### config.mk
export PLATFORM = sky130hd
export DESIGN_NAME = i2c_rx_hold_ctl
export DESIGN_NICKNAME = d
export VERILOG_FILES = /design/src/rtl/i2c_rx_hold_ctl.sv
export SDC_FILE = /design/constraint.sdc
export NUM_CORES = 1
export LEC_CHECK = 0
export BUFFER_PORTS_ARGS = -buffer_cell sky130_fd_sc_hd__buf_2
export CORE_MARGIN = 2
export CORE_UTILIZATION = 23
export CTS_BUF_LIST = sky130_fd_sc_hd__clkbuf_16
export DETAILED_ROUTE_END_ITERATION = 10
export HOLD_SLACK_MARGIN = 0.12
export SLEW_MARGIN = 20
export SYNTH_ARGS = -nofsm -noshare
export SYNTH_HDL_FRONTEND = slang
export SYNTH_SLANG_ARGS = --single-unit
### constraint.sdc
create_clock -name clk -period 2.2 [get_ports clk]
set_input_delay 0.11 -clock clk [delete_from_list [all_inputs] [get_ports clk]]
set_output_delay 0.11 -clock clk [all_outputs]
set_load 0.005 [all_outputs]
### src/rtl/i2c_rx_hold_ctl.sv
module i2c_rx_hold_ctl #(
  parameter int DATA_BITS = 8,
  parameter int REG_W     = 8,
  parameter int MODE_BIT  = 0,
  parameter int STOPC_BIT = 4,
  parameter int REL_BIT   = 5,
  parameter int FORCE_BIT = 6
) (
  input  logic             clk,
  input  logic             rst_n,
  input  logic             byte_start,
  input  logic             scl_fall,
  input  logic             ack_clk,
  input  logic             resume,
  input  logic             stop_det,
  input  logic             reg_wr,
  input  logic [REG_W-1:0] reg_wdata,
  output logic [REG_W-1:0] reg_rdata,
  output logic             hold_main,
  output logic             hold_sec,
  output logic             scl_hold,
  output logic             irq,
  output logic             stop_flag
);
  localparam int CW = $clog2(DATA_BITS + 1);
  localparam logic [CW-1:0] LAST_DATA = CW'(DATA_BITS - 1);
  localparam logic [CW-1:0] ACK_SLOT  = CW'(DATA_BITS);

  logic [CW-1:0] cnt;
  logic          early_mode;

  wire           wr_rel   = reg_wr && reg_wdata[REL_BIT];
  wire           wr_force = reg_wr && reg_wdata[FORCE_BIT];
  wire           wr_stopc = reg_wr && reg_wdata[STOPC_BIT];
  wire [CW-1:0]  last_cnt = ack_clk ? ACK_SLOT : LAST_DATA;
  wire           byte_end = scl_fall && (cnt == last_cnt);
  wire           early    = scl_fall && early_mode && ack_clk && (cnt == LAST_DATA);

  always_ff @(posedge clk or negedge rst_n) begin
    if (!rst_n) cnt <= '0;
    else if (byte_start) cnt <= '0;
    else if (byte_end) cnt <= '0;
    else if (scl_fall) cnt <= cnt + 1'b1;
  end

  always_ff @(posedge clk or negedge rst_n) begin
    if (!rst_n) early_mode <= 1'b0;
    else if (reg_wr) early_mode <= reg_wdata[MODE_BIT];
  end

  always_ff @(posedge clk or negedge rst_n) begin
    if (!rst_n) hold_main <= 1'b1;
    else if (byte_end) hold_main <= 1'b0;
    else if (resume) hold_main <= 1'b1;
  end

  always_ff @(posedge clk or negedge rst_n) begin
    if (!rst_n) hold_sec <= 1'b1;
    else if (early) hold_sec <= 1'b0;
    else if (wr_rel) hold_sec <= 1'b1;
    else if (wr_force) hold_sec <= 1'b0;
  end

  always_ff @(posedge clk or negedge rst_n) begin
    if (!rst_n) stop_flag <= 1'b0;
    else if (stop_det) stop_flag <= 1'b1;
    else if (wr_stopc) stop_flag <= 1'b0;
  end

  always_ff @(posedge clk or negedge rst_n) begin
    if (!rst_n) irq <= 1'b0;
    else irq <= byte_end || early;
  end

  assign scl_hold = !(hold_main && hold_sec);

  always_comb begin
    reg_rdata = '0;
    reg_rdata[MODE_BIT] = early_mode;
  end


  irq_holds_scl_chk: assert property (@(posedge clk) disable iff (!rst_n)
    irq |-> scl_hold);


  main_release_chk: assert property (@(posedge clk) disable iff (!rst_n)
    $rose(hold_main) |-> $past(resume));


  main_clear_chk: assert property (@(posedge clk) disable iff (!rst_n)
    $fell(hold_main) |-> ($past(scl_fall) && irq));


  sec_clear_chk: assert property (@(posedge clk) disable iff (!rst_n)
    $fell(hold_sec) |-> ($past(scl_fall) || $past(wr_force)));


  sec_set_chk: assert property (@(posedge clk) disable iff (!rst_n)
    $rose(hold_sec) |-> $past(wr_rel));


  stop_rise_chk: assert property (@(posedge clk) disable iff (!rst_n)
    $rose(stop_flag) |-> $past(stop_det));


  rd_action_zero_chk: assert property (@(posedge clk) disable iff (!rst_n)
    (reg_rdata[REL_BIT] == 1'b0) && (reg_rdata[FORCE_BIT] == 1'b0) && (reg_rdata[STOPC_BIT] == 1'b0));
endmodule

==> metrics.txt, run 1 <==
# TYPE chip_impl_metric gauge
chip_impl_info{name="outcome",value="completed"} 1
chip_impl_info{name="slowest_cell_on_the_critical_path",value="dfrtp_1"} 1
chip_impl_metric{name="synth_seq_area_share",unit=""} 0.434
chip_impl_metric{name="layout_worst_path_cycle_share",unit=""} 0.581
chip_impl_metric{name="detail_route.wirelength",unit="um"} 1120
chip_impl_metric{name="grt_start_max_net_pins",unit=""} 11
chip_impl_info{name="critical_path.reg2reg.endpoint",value="cnt[2]"} 1
chip_impl_metric{name="fillCellCount",unit=""} 220
chip_impl_info{name="hold-path-endpoint",value="hold_main"} 1
chip_impl_metric{name="power.density_cell_area",unit="nW/um^2"} 772
chip_impl_metric{name="max_cap_violations",unit=""} 0
chip_impl_metric{name="grt_pass1_vias",unit=""} 365
chip_impl_info{name="tritoncts",value="yes"} 1
chip_impl_metric{name="route.detailed.wl_per_inst",unit="um"} 11.0
chip_impl_metric{name="setup_viol_count_final",unit=""} 0
chip_impl_metric{name="h_tree_levels",unit=""} 1
chip_impl_info{name="min_from",value="resume"} 1
chip_impl_metric{name="timing.final.max_slew_violations",unit=""} 0
chip_impl_metric{name="postSynth.asyncResetShare",unit=""} 1.00
chip_impl_metric{name="core-area",unit="sq um"} 2190
chip_impl_metric{name="instances_no_fill",unit=""} 102
chip_impl_metric{name="insertion_delay",unit="ns"} 0.23
chip_impl_metric{name="place_hpwl",unit="um"} 781
chip_impl_metric{name="fin_crit",unit="ns"} 1.28
chip_impl_info{name="timing.critical_path.cells",value="ha_1, nand2_1, mux2_2, o32ai_1"} 1
chip_impl_metric{name="achievable-frequency",unit="GHz"} 0.783
chip_impl_metric{name="vias_per_cell",unit=""} 4.25
chip_impl_metric{name="hold_violations",unit=""} 0
chip_impl_metric{name="die_w",unit="um"} 51.7
chip_impl_metric{name="timing.critical_path.fanout_max",unit=""} 7
chip_impl_metric{name="postSynthRegisterBits",unit=""} 9
chip_impl_metric{name="reg2reg_depth",unit=""} 4
chip_impl_metric{name="total_leakage_power",unit="nW"} 0.343
chip_impl_metric{name="synth_top_cell_area_share",unit=""} 0.334
chip_impl_metric{name="area_growth_syn_to_layout",unit="%"} 36.3
chip_impl_metric{name="regToRegSetupSlack",unit="ns"} 0.92
chip_impl_info{name="critical_path_class",value="reg2reg"} 1
chip_impl_metric{name="num_rows",unit=""} 17
chip_impl_metric{name="gpl.final_weighted_congestion",unit=""} 0.662
chip_impl_metric{name="global_route_wire_length_before_repair",unit="um"} 1570
chip_impl_metric{name="worst_setup_hold_path_clk_slew",unit="ns"} 0.04
chip_impl_metric{name="hold_ws",unit="ns"} 0.133
chip_impl_metric{name="whs_path_depth",unit=""} 3
chip_impl_info{name="crit_path_end_kind",value="flip-flop"} 1
chip_impl_metric{name="buffer_ports.inserted",unit=""} 17
chip_impl_metric{name="initial_core_util",unit=""} 0.239
chip_impl_metric{name="synthDistinctLibCells",unit=""} 24
chip_impl_metric{name="cell_area_synth",unit="sq um"} 524
chip_impl_metric{name="worst-path-buf-inv",unit=""} 0
chip_impl_info{name="setup_repair_after_global_routing_missed_its_margin",value="false"} 1
chip_impl_metric{name="cts.path.max_buffers",unit=""} 2
chip_impl_info{name="synth_top_flop_cell",value="dfrtp_1"} 1
chip_impl_metric{name="dr.first_iter.drc_count",unit=""} 7
chip_impl_metric{name="grt_usage",unit=""} 0.0851
chip_impl_info{name="top_area_cells_in_the_synthesized_netlist",value="dfrtp_1, buf_4, dfstp_2"} 1
chip_impl_metric{name="tritoncts_buffer_count",unit=""} 3
chip_impl_metric{name="routed-via-count",unit=""} 433
chip_impl_metric{name="number_of_enable_flip_flop_cells_after_synthesis",unit=""} 0
chip_impl_metric{name="dpl.cell_count",unit=""} 94
chip_impl_metric{name="drt.antenna.violating_nets",unit=""} 0
chip_impl_metric{name="yosysWarningCount",unit=""} 0
chip_impl_info{name="worstSetupStartpointType",value="flip-flop"} 1
chip_impl_metric{name="drt_drc_violations_left",unit=""} 0
chip_impl_info{name="clk_root_buffer_cell",value="clkbuf_16"} 1
chip_impl_metric{name="numClockSinks",unit=""} 9
chip_impl_metric{name="drive_above_1_share",unit=""} 0.338
chip_impl_info{name="synthTopCellsByCount",value="buf_4, nand2_1, dfrtp_1, nor2_1"} 1
chip_impl_metric{name="post_cts.resized_instances",unit=""} 0
chip_impl_metric{name="syn-mean-instance-area",unit="sq um"} 10.1
chip_impl_metric{name="critPathMaxStageDelay",unit="ns"} 0.44
chip_impl_metric{name="critical_path_required",unit="ns"} 2.33
chip_impl_metric{name="finish.instance_area",unit="sq um"} 714
chip_impl_metric{name="global_route.overflow_total",unit=""} 0
chip_impl_metric{name="detailed_place.area",unit="sq um"} 596
chip_impl_metric{name="post_synth_inst_count",unit=""} 52
chip_impl_metric{name="dieArea",unit="sq um"} 2680
chip_impl_metric{name="clock-skew-final",unit="ns"} 0.00263
chip_impl_metric{name="antenna_found_initial",unit=""} 0
chip_impl_info{name="regToRegStartpoint",value="cnt[0]"} 1
chip_impl_metric{name="antenna_cells_inserted",unit=""} 0
chip_impl_metric{name="die_height",unit="um"} 51.7
chip_impl_metric{name="vdd_drop_max",unit="mV"} 0.377
chip_impl_metric{name="cp_data_arrival_time",unit="ns"} 1.41
chip_impl_info{name="yosysTopAreaCell",value="dfrtp_1"} 1
chip_impl_metric{name="ioPinCount",unit=""} 29
chip_impl_metric{name="num-nets-final",unit=""} 92
chip_impl_info{name="holdCritPathClass",value="in2reg"} 1
chip_impl_info{name="path_delay_family",value="flip-flops"} 1
chip_impl_metric{name="first_pass_detailed_route_iteration_total",unit=""} 3
chip_impl_metric{name="totalNegativeSetupSlack",unit="ns"} 0
## flip-flops by register name, summed over array words and instances, names as in the netlist
name        flops
cnt             4
early_mode      1
hold_main       1
hold_sec        1
irq             1
stop_flag       1
## metal layers
layer  global-route usage  vias up  routed length (um)
met3               0.0460        0                  97
met4               0.0395        0                   0
li1                     -      213                   -
met5                    0        -                   0
met1               0.0982      199                 509
met2                0.128       21                 514
## power breakdown
group	switching (W)	leakage, nW	internal [W]
logic	0.0000258	0.189	0.0000273
registers	0.00000870	0.111	0.000176
clock network	0.0000758	0.0423	0.000237
total	0.000110	0.343	0.000441
## layout by cell type (no fill, tap or decap)
cell type       n
clkbuf_16       3
nand2_1         8
nand3b_1        1
a41o_1          1
o31ai_1         1
inv_1           1
nor2_1          4
dlygate4sd3_1   4
nor3_1          1
o32ai_1         1
dfstp_2         2
mux2_2          2
a21oi_1         2
o32ai_2         1
buf_2          17
ha_1            1
a22oi_1         1
nand2b_1        2
nand3_1         1
dfrtp_1         7
nand4bb_1       1
a21o_1          2
conb_1          7
a211oi_1        1
mux2i_1         1
or2b_1          1
## area by class of cell
class / count / area, sq um / area share
multi-input cells: 40 / 248 / 0.347
flip-flops and latches: 9 / 228 / 0.319
repair buffers: 21 / 125 / 0.175
clock buffers: 3 / 75.1 / 0.105
well taps: 28 / 35.0 / 0.0490
clock inverters: 1 / 3.75 / 0.00525
## repair_timing
action,4_1_cts,5_1_grt
hold buffers,4,0
endpoints found under the setup margin,0,0
hold endpoints to repair,14,0
setup buffers,0,0
## worst reg2reg max path, stage by stage, from the launching register on
cell and delay, ns:
dfrtp_1 0.44, ha_1 0.22, nand2_1 0.06, mux2_2 0.25, o32ai_1 0.21
## worst max path at each step
stage                     cells after the start    from  endpoint
after floorplan                               3  cnt[0]    cnt[2]
after global placement                        4  cnt[0]    cnt[2]
after detailed placement                      4  cnt[0]    cnt[2]
after CTS                                     4  cnt[0]    cnt[2]
after global routing                          4  cnt[0]    cnt[2]
final                                         4  cnt[0]    cnt[2]
## metrics by stage
step	setup slack (ns)	power (W)	utilization
finish	0.923	0.000551	0.326
global route	0.763	0.000582	0.326
CTS	0.908	0.000562	0.326
detailed placement	0.917	0.000234	0.272
global placement	0.927	0.000233	0.272
floorplan	1.01	0.000221	-
## logic make-up (layout without fill, tap and decap cells)
| group | after synthesis | in the layout | synth area share |
|---|---|---|---|
| flops | 9 | 9 | 0.434 |
| other cells | 1 | 7 | 0.00715 |
| mux | 3 | 3 | 0.0621 |
| simple gates | 19 | 19 | 0.179 |
| fa+ha+maj | 1 | 1 | 0.0239 |
| compound gates | 10 | 10 | 0.158 |
| buf+inv | 9 | 25 | 0.136 |
(Power assumes the default switching activity.)
==> run 2: changes to the inputs <==
==> constraint.sdc (replaced) <==
create_clock -name clk -period 1.3 [get_ports clk]
set_input_delay 0.065 -clock clk [delete_from_list [all_inputs] [get_ports clk]]
set_output_delay 0.065 -clock clk [all_outputs]
set_load 0.005 [all_outputs]
==> run 2 against run 1 <==
Sequential share of layout area down 2.0 points. Die area unchanged. Critical path depth is 1 lower. Register-to-register slack got worse by 0.82 ns. Critical endpoint unchanged.
==> metrics.txt, run 2 (synthesis results as in run 1) <==
# TYPE chip_impl_metric gauge
chip_impl_info{name="path_delay_family",value="compound AO/OA/AOI/OAI gates"} 1
chip_impl_metric{name="numClockSinks",unit=""} 9
chip_impl_metric{name="instances_no_fill",unit=""} 106
chip_impl_metric{name="regToRegSetupSlack",unit="ns"} 0.11
chip_impl_metric{name="vias_per_cell",unit=""} 4.29
chip_impl_metric{name="drt_drc_violations_left",unit=""} 0
chip_impl_metric{name="dpl.cell_count",unit=""} 95
chip_impl_metric{name="layout_worst_path_cycle_share",unit=""} 0.918
chip_impl_metric{name="gpl.final_weighted_congestion",unit=""} 0.646
chip_impl_metric{name="worst-path-buf-inv",unit=""} 0
chip_impl_metric{name="achievable-frequency",unit="GHz"} 0.838
chip_impl_metric{name="die_w",unit="um"} 51.7
chip_impl_metric{name="detail_route.wirelength",unit="um"} 1140
chip_impl_metric{name="num_rows",unit=""} 17
chip_impl_metric{name="power.density_cell_area",unit="nW/um^2"} 1240
chip_impl_metric{name="cts_post_setup_buffers_inserted",unit=""} 0
chip_impl_metric{name="dr.first_iter.drc_count",unit=""} 8
chip_impl_metric{name="buffer_ports.inserted",unit=""} 17
chip_impl_metric{name="cp_data_arrival_time",unit="ns"} 1.30
chip_impl_metric{name="critical_path_required",unit="ns"} 1.41
chip_impl_metric{name="timing.critical_path.fanout_max",unit=""} 5
chip_impl_metric{name="drive_above_1_share",unit=""} 0.359
chip_impl_info{name="slowest_cell_on_the_critical_path",value="dfrtp_1"} 1
chip_impl_metric{name="global_route.overflow_total",unit=""} 0
chip_impl_metric{name="die_height",unit="um"} 51.7
chip_impl_metric{name="reg2reg_depth",unit=""} 3
chip_impl_metric{name="tritoncts_buffer_count",unit=""} 3
chip_impl_metric{name="area_growth_syn_to_layout",unit="%"} 46.1
chip_impl_metric{name="dieArea",unit="sq um"} 2680
chip_impl_metric{name="hold_violations",unit=""} 0
chip_impl_metric{name="worst_setup_hold_path_clk_slew",unit="ns"} 0.04
chip_impl_info{name="clk_root_buffer_cell",value="clkbuf_16"} 1
chip_impl_metric{name="core-area",unit="sq um"} 2190
chip_impl_metric{name="initial_core_util",unit=""} 0.239
chip_impl_metric{name="place_hpwl",unit="um"} 817
chip_impl_info{name="outcome",value="completed"} 1
chip_impl_info{name="holdCritPathClass",value="in2reg"} 1
chip_impl_metric{name="grt_usage",unit=""} 0.0973
chip_impl_info{name="final_cell_mix",value="buf_2, nand2_1, conb_1, dlygate4sd3_1, dfrtp_1"} 1
chip_impl_metric{name="grt_pass1_vias",unit=""} 428
chip_impl_info{name="hold-path-endpoint",value="stop_flag"} 1
chip_impl_metric{name="groute.layer.met2.usage",unit=""} 0.156
chip_impl_info{name="tritoncts",value="yes"} 1
chip_impl_info{name="regToRegStartpoint",value="cnt[3]"} 1
chip_impl_metric{name="timing.final.max_slew_violations",unit=""} 0
chip_impl_metric{name="grt_start_max_net_pins",unit=""} 11
chip_impl_metric{name="critPathMaxStageDelay",unit="ns"} 0.41
chip_impl_metric{name="worst_slack_at_placement",unit="ns"} 0.0308
chip_impl_metric{name="ioPinCount",unit=""} 29
chip_impl_metric{name="max_cap_violations",unit=""} 0
chip_impl_info{name="setup_repair_after_global_routing_missed_its_margin",value="false"} 1
chip_impl_metric{name="insertion_delay",unit="ns"} 0.24
chip_impl_metric{name="clock-skew-final",unit="ns"} 0.00395
chip_impl_metric{name="global_route_wire_length_before_repair",unit="um"} 1820
chip_impl_metric{name="largest_register_ff_count",unit=""} 4
chip_impl_metric{name="num-nets-final",unit=""} 96
chip_impl_info{name="gr_busiest_metal",value="met2"} 1
chip_impl_metric{name="h_tree_levels",unit=""} 1
chip_impl_metric{name="antenna_cells_inserted",unit=""} 0
chip_impl_metric{name="final_critical_path_setup_slack",unit="ns"} 0.106
chip_impl_info{name="min_from",value="reg_wdata[4]"} 1
chip_impl_info{name="critical_path_class",value="reg2reg"} 1
chip_impl_info{name="worstSetupStartpointType",value="flip-flop"} 1
chip_impl_info{name="final_common_cell",value="buf_2"} 1
chip_impl_metric{name="setup_viol_count_final",unit=""} 0
chip_impl_metric{name="grt_util_met1",unit=""} 0.102
chip_impl_metric{name="totalNegativeSetupSlack",unit="ns"} 0
chip_impl_metric{name="cts.path.max_buffers",unit=""} 2
chip_impl_metric{name="antenna_found_initial",unit=""} 0
chip_impl_metric{name="total_leakage_power",unit="nW"} 0.357
chip_impl_metric{name="detailed_place.area",unit="sq um"} 603
chip_impl_metric{name="route.detailed.wl_per_inst",unit="um"} 10.8
chip_impl_info{name="crit_path_end_kind",value="flip-flop"} 1
chip_impl_metric{name="grt_util_met3",unit=""} 0.0517
chip_impl_info{name="critical_path.reg2reg.endpoint",value="cnt[2]"} 1
chip_impl_metric{name="fin_crit",unit="ns"} 1.19
chip_impl_metric{name="first_pass_detailed_route_iteration_total",unit=""} 4
chip_impl_info{name="timing.critical_path.cells",value="nand2b_1, o32ai_2, o32ai_1"} 1
chip_impl_metric{name="fillCellCount",unit=""} 223
chip_impl_metric{name="vdd_drop_max",unit="mV"} 0.720
chip_impl_metric{name="whs_path_depth",unit=""} 3
chip_impl_metric{name="finish.instance_area",unit="sq um"} 766
chip_impl_metric{name="drt.antenna.violating_nets",unit=""} 0
chip_impl_info{name="registers.top_by_ff_count",value="cnt"} 1
chip_impl_metric{name="routed-via-count",unit=""} 455
-- run 2: changes by cell type in the layout (fill, tap and decap cells not counted) --
cell           previous run  this run
ha_1                      1         0
ha_4                      0         1
dfrtp_1                   7         6
buf_4                     0         1
dfrtp_2                   0         1
dlygate4sd3_1             4         7
-- run 2: tightest hold or removal path, cell delays in order --
cell,delay [ns]
buf_2,0.09
nand2_1,0.05
a21o_1,0.10
-- run 2: final cells by class --
type / instances / area [sq um] / area share
clock inverters: 1 / 3.75 / 0.00490
repair buffers: 25 / 163 / 0.212
flip-flops and latches: 9 / 229 / 0.299
clock buffers: 3 / 75.1 / 0.0980
well taps: 28 / 35.0 / 0.0458
multi-input cells: 40 / 260 / 0.340
-- run 2: worst max-delay path by stage --
stage / startpoint / end / slack (ns) / cells after the start
after floorplan: cnt[0] / cnt[2] / 0.11 / 3
after global placement: cnt[1] / cnt[2] / 0.06 / 4
after detailed placement: cnt[1] / cnt[2] / 0.03 / 4
after CTS: cnt[1] / cnt[2] / 0.02 / 4
after global routing: scl_fall / cnt[2] / 0.01 / 5
final: cnt[3] / cnt[2] / 0.11 / 3
-- run 2: through the flow --
step                       util  power [W]  hold WS (ns)
after floorplan               -   0.000374        -0.231
after global placement    0.275   0.000397       -0.0694
after detailed placement  0.275   0.000401       -0.0628
after CTS                 0.348   0.000972         0.124
after global routing      0.350   0.000994         0.138
final                     0.350   0.000952         0.118
-- run 2: routing by layer --
metal  vias up  share of wire
met2        25           0.45
met1       207           0.44
met4         0         0.0096
met5         -              0
li1        221              -
met3         2          0.096
-- run 2: repair_timing --
action	in CTS	in global routing
gates resized for setup	0	3
hold buffers	8	0
endpoints found under the setup margin	0	2
hold endpoints to repair	17	0
-- run 2: where the power goes --
part | internal [W] | switching [W] | total (W) | leakage (nW)
Combinational | 0.0000565 | 0.0000474 | 0.000104 | 0.205
Sequential | 0.000299 | 0.0000142 | 0.000313 | 0.110
Clock | 0.000402 | 0.000133 | 0.000535 | 0.0423
Total | 0.000757 | 0.000195 | 0.000952 | 0.357
==> run 3: changes to the inputs <==
--- a/config.mk
+++ b/config.mk
@@ -11,6 +11,7 @@
 export CTS_BUF_LIST = sky130_fd_sc_hd__clkbuf_16
 export DETAILED_ROUTE_END_ITERATION = 10
 export HOLD_SLACK_MARGIN = 0.12
+export REMOVE_ABC_BUFFERS = 1
 export SLEW_MARGIN = 20
 export SYNTH_ARGS = -nofsm -noshare
 export SYNTH_HDL_FRONTEND = slang
==> run 3 against run 2 <==
Register-to-register slack lost 0.03 ns. Clock-buffer cell count is the same. Non-clock buffer count shrank 1. Worst setup slack lost 0.030 ns. Hold slack lost 0.0012 ns. Design area shrank 2.6%. Flip-flop and latch count is the same. Clock power shrank 1%.
==> metrics.txt, run 3 (synthesis results as in run 1) <==
# TYPE chip_impl_metric gauge
chip_impl_info{name="crit_path_end_kind",value="flip-flop"} 1
chip_impl_metric{name="detail_route.wirelength",unit="um"} 1100
chip_impl_metric{name="h_tree_levels",unit=""} 1
chip_impl_info{name="hold-path-endpoint",value="hold_sec"} 1
chip_impl_metric{name="global_route_wire_length_before_repair",unit="um"} 1840
chip_impl_metric{name="instances_no_fill",unit=""} 105
chip_impl_metric{name="num_rows",unit=""} 17
chip_impl_metric{name="fin_crit",unit="ns"} 1.22
chip_impl_info{name="setup_repair_after_global_routing_missed_its_margin",value="false"} 1
chip_impl_metric{name="timing.final.max_slew_violations",unit=""} 0
chip_impl_info{name="worstSetupStartpointType",value="flip-flop"} 1
chip_impl_metric{name="grt_usage",unit=""} 0.102
chip_impl_metric{name="reg2reg_depth",unit=""} 4
chip_impl_metric{name="regToRegSetupSlack",unit="ns"} 0.08
chip_impl_metric{name="dieArea",unit="sq um"} 2680
chip_impl_metric{name="die_height",unit="um"} 51.7
chip_impl_info{name="holdCritPathClass",value="in2reg"} 1
chip_impl_metric{name="grt_util_met1",unit=""} 0.0925
chip_impl_info{name="gr_busiest_metal",value="met2"} 1
chip_impl_metric{name="grt_pass1_vias",unit=""} 441
chip_impl_metric{name="hold_ws",unit="ns"} 0.117
chip_impl_metric{name="gpl.final_weighted_congestion",unit=""} 0.728
chip_impl_metric{name="achievable-frequency",unit="GHz"} 0.817
chip_impl_metric{name="insertion_delay",unit="ns"} 0.23
chip_impl_metric{name="antenna_found_initial",unit=""} 0
chip_impl_metric{name="vias_per_cell",unit=""} 4.25
chip_impl_metric{name="drive_above_1_share",unit=""} 0.364
chip_impl_metric{name="die_w",unit="um"} 51.7
chip_impl_info{name="outcome",value="completed"} 1
chip_impl_info{name="min_from",value="reg_wdata[5]"} 1
chip_impl_metric{name="report.power.total",unit="W"} 0.000940
chip_impl_metric{name="antenna_cells_inserted",unit=""} 0
chip_impl_info{name="tritoncts",value="yes"} 1
chip_impl_metric{name="layout_worst_path_cycle_share",unit=""} 0.941
chip_impl_metric{name="area_growth_syn_to_layout",unit="%"} 42.2
chip_impl_info{name="regToRegStartpoint",value="cnt[1]"} 1
chip_impl_info{name="critical_path_class",value="reg2reg"} 1
chip_impl_metric{name="clock-skew-final",unit="ns"} 0.00128
chip_impl_metric{name="core-area",unit="sq um"} 2190
chip_impl_metric{name="numClockSinks",unit=""} 9
chip_impl_metric{name="first_pass_detailed_route_iteration_total",unit=""} 4
chip_impl_metric{name="drt_drc_violations_left",unit=""} 0
chip_impl_info{name="clk_root_buffer_cell",value="clkbuf_16"} 1
chip_impl_metric{name="dr.first_iter.drc_count",unit=""} 3
chip_impl_metric{name="critical_path_required",unit="ns"} 1.43
chip_impl_metric{name="tritoncts_buffer_count",unit=""} 3
chip_impl_metric{name="route.detailed.wl_per_inst",unit="um"} 10.5
chip_impl_metric{name="dpl.cell_count",unit=""} 95
chip_impl_metric{name="grt_util_met3",unit=""} 0.0632
chip_impl_info{name="critPathLaunch",value="cnt[1]"} 1
chip_impl_info{name="critical_path.reg2reg.endpoint",value="cnt[2]"} 1
chip_impl_metric{name="vdd_drop_max",unit="mV"} 0.845
chip_impl_metric{name="total_leakage_power",unit="nW"} 0.352
chip_impl_metric{name="global_route.overflow_total",unit=""} 0
chip_impl_metric{name="max_cap_violations",unit=""} 0
chip_impl_metric{name="drt.antenna.violating_nets",unit=""} 0
chip_impl_info{name="registers.top_by_ff_count",value="cnt"} 1
chip_impl_metric{name="routed-via-count",unit=""} 446
chip_impl_metric{name="final_core_utilization",unit=""} 0.340
chip_impl_metric{name="initial_core_util",unit=""} 0.239
chip_impl_metric{name="power.density_cell_area",unit="nW/um^2"} 1260
chip_impl_metric{name="buffer_ports.inserted",unit=""} 17
chip_impl_metric{name="cts_post_setup_buffers_inserted",unit=""} 0
chip_impl_metric{name="groute.layer.met2.usage",unit=""} 0.175
chip_impl_metric{name="totalNegativeSetupSlack",unit="ns"} 0
chip_impl_info{name="final_common_cell",value="buf_2"} 1
chip_impl_metric{name="ioPinCount",unit=""} 29
chip_impl_metric{name="num-nets-final",unit=""} 95
chip_impl_metric{name="cts.path.max_buffers",unit=""} 2
chip_impl_metric{name="setup_viol_count_final",unit=""} 0
chip_impl_metric{name="grt_start_max_net_pins",unit=""} 11
chip_impl_metric{name="whs_path_depth",unit=""} 3
chip_impl_metric{name="hold_violations",unit=""} 0
chip_impl_metric{name="largest_register_ff_count",unit=""} 4
chip_impl_metric{name="worst_setup_hold_path_clk_slew",unit="ns"} 0.04
chip_impl_metric{name="cp_data_arrival_time",unit="ns"} 1.36
chip_impl_metric{name="timing.critical_path.fanout_max",unit=""} 6
chip_impl_info{name="final_cell_mix",value="buf_2, nand2_1, conb_1"} 1
chip_impl_metric{name="fillCellCount",unit=""} 214
==> run 3: cell type report <==
cell class	instances	area, sq um	share of cell area
sequential	9	229	0.307
clock inverter	1	3.75	0.00503
clock buffer	3	75.1	0.101
timing repair buffer	24	153	0.205
multi-input combinational	40	250	0.336
tap	28	35.0	0.0470
==> run 3: metrics by stage <==
stage / setup slack (ns) / instance area, sq um
final: 0.0762 / 746
after detailed placement: 0.0191 / 603
after global placement: 0.0649 / 603
after CTS: 0.00907 / 752
after floorplan: 0.110 / 475
after global routing: 0.000710 / 746
==> run 3: critical path, cell delays in order, from the launching register on <==
cell and delay (ns):
dfrtp_2 0.40, ha_2 0.21, nand2_1 0.05, mux2_2 0.25, o32ai_1 0.21
==> run 3: routing by layer <==
metal	wire length [um]	share of wire
met5	0	0
met4	21	0.019
met3	135	0.12
met2	492	0.45
met1	453	0.41
==> run 3: worst max path at each step <==
| stage | slack [ns] | cells after the start | endpoint |
|---|---|---|---|
| after floorplan | 0.11 | 3 | cnt[2] |
| after global placement | 0.06 | 4 | cnt[2] |
| after detailed placement | 0.02 | 4 | cnt[2] |
| after CTS | 0.009 | 4 | cnt[2] |
| after global routing | 0.0007 | 4 | cnt[2] |
| final | 0.08 | 4 | cnt[2] |
==> run 3: report_power, final <==
| group | leakage (nW) | internal, W | total (W) | switching, W |
|---|---|---|---|---|
| Sequential | 0.110 | 0.000299 | 0.000311 | 0.0000119 |
| Clock | 0.0423 | 0.000401 | 0.000529 | 0.000127 |
| Combinational | 0.200 | 0.0000534 | 0.000100 | 0.0000468 |
| Total | 0.352 | 0.000754 | 0.000940 | 0.000186 |
==> run 3: what timing repair did <==
action,CTS,global route
hold buffers,7,0
endpoints found under the hold margin,16,0
gates resized for setup,0,2
setup endpoints to repair,0,3
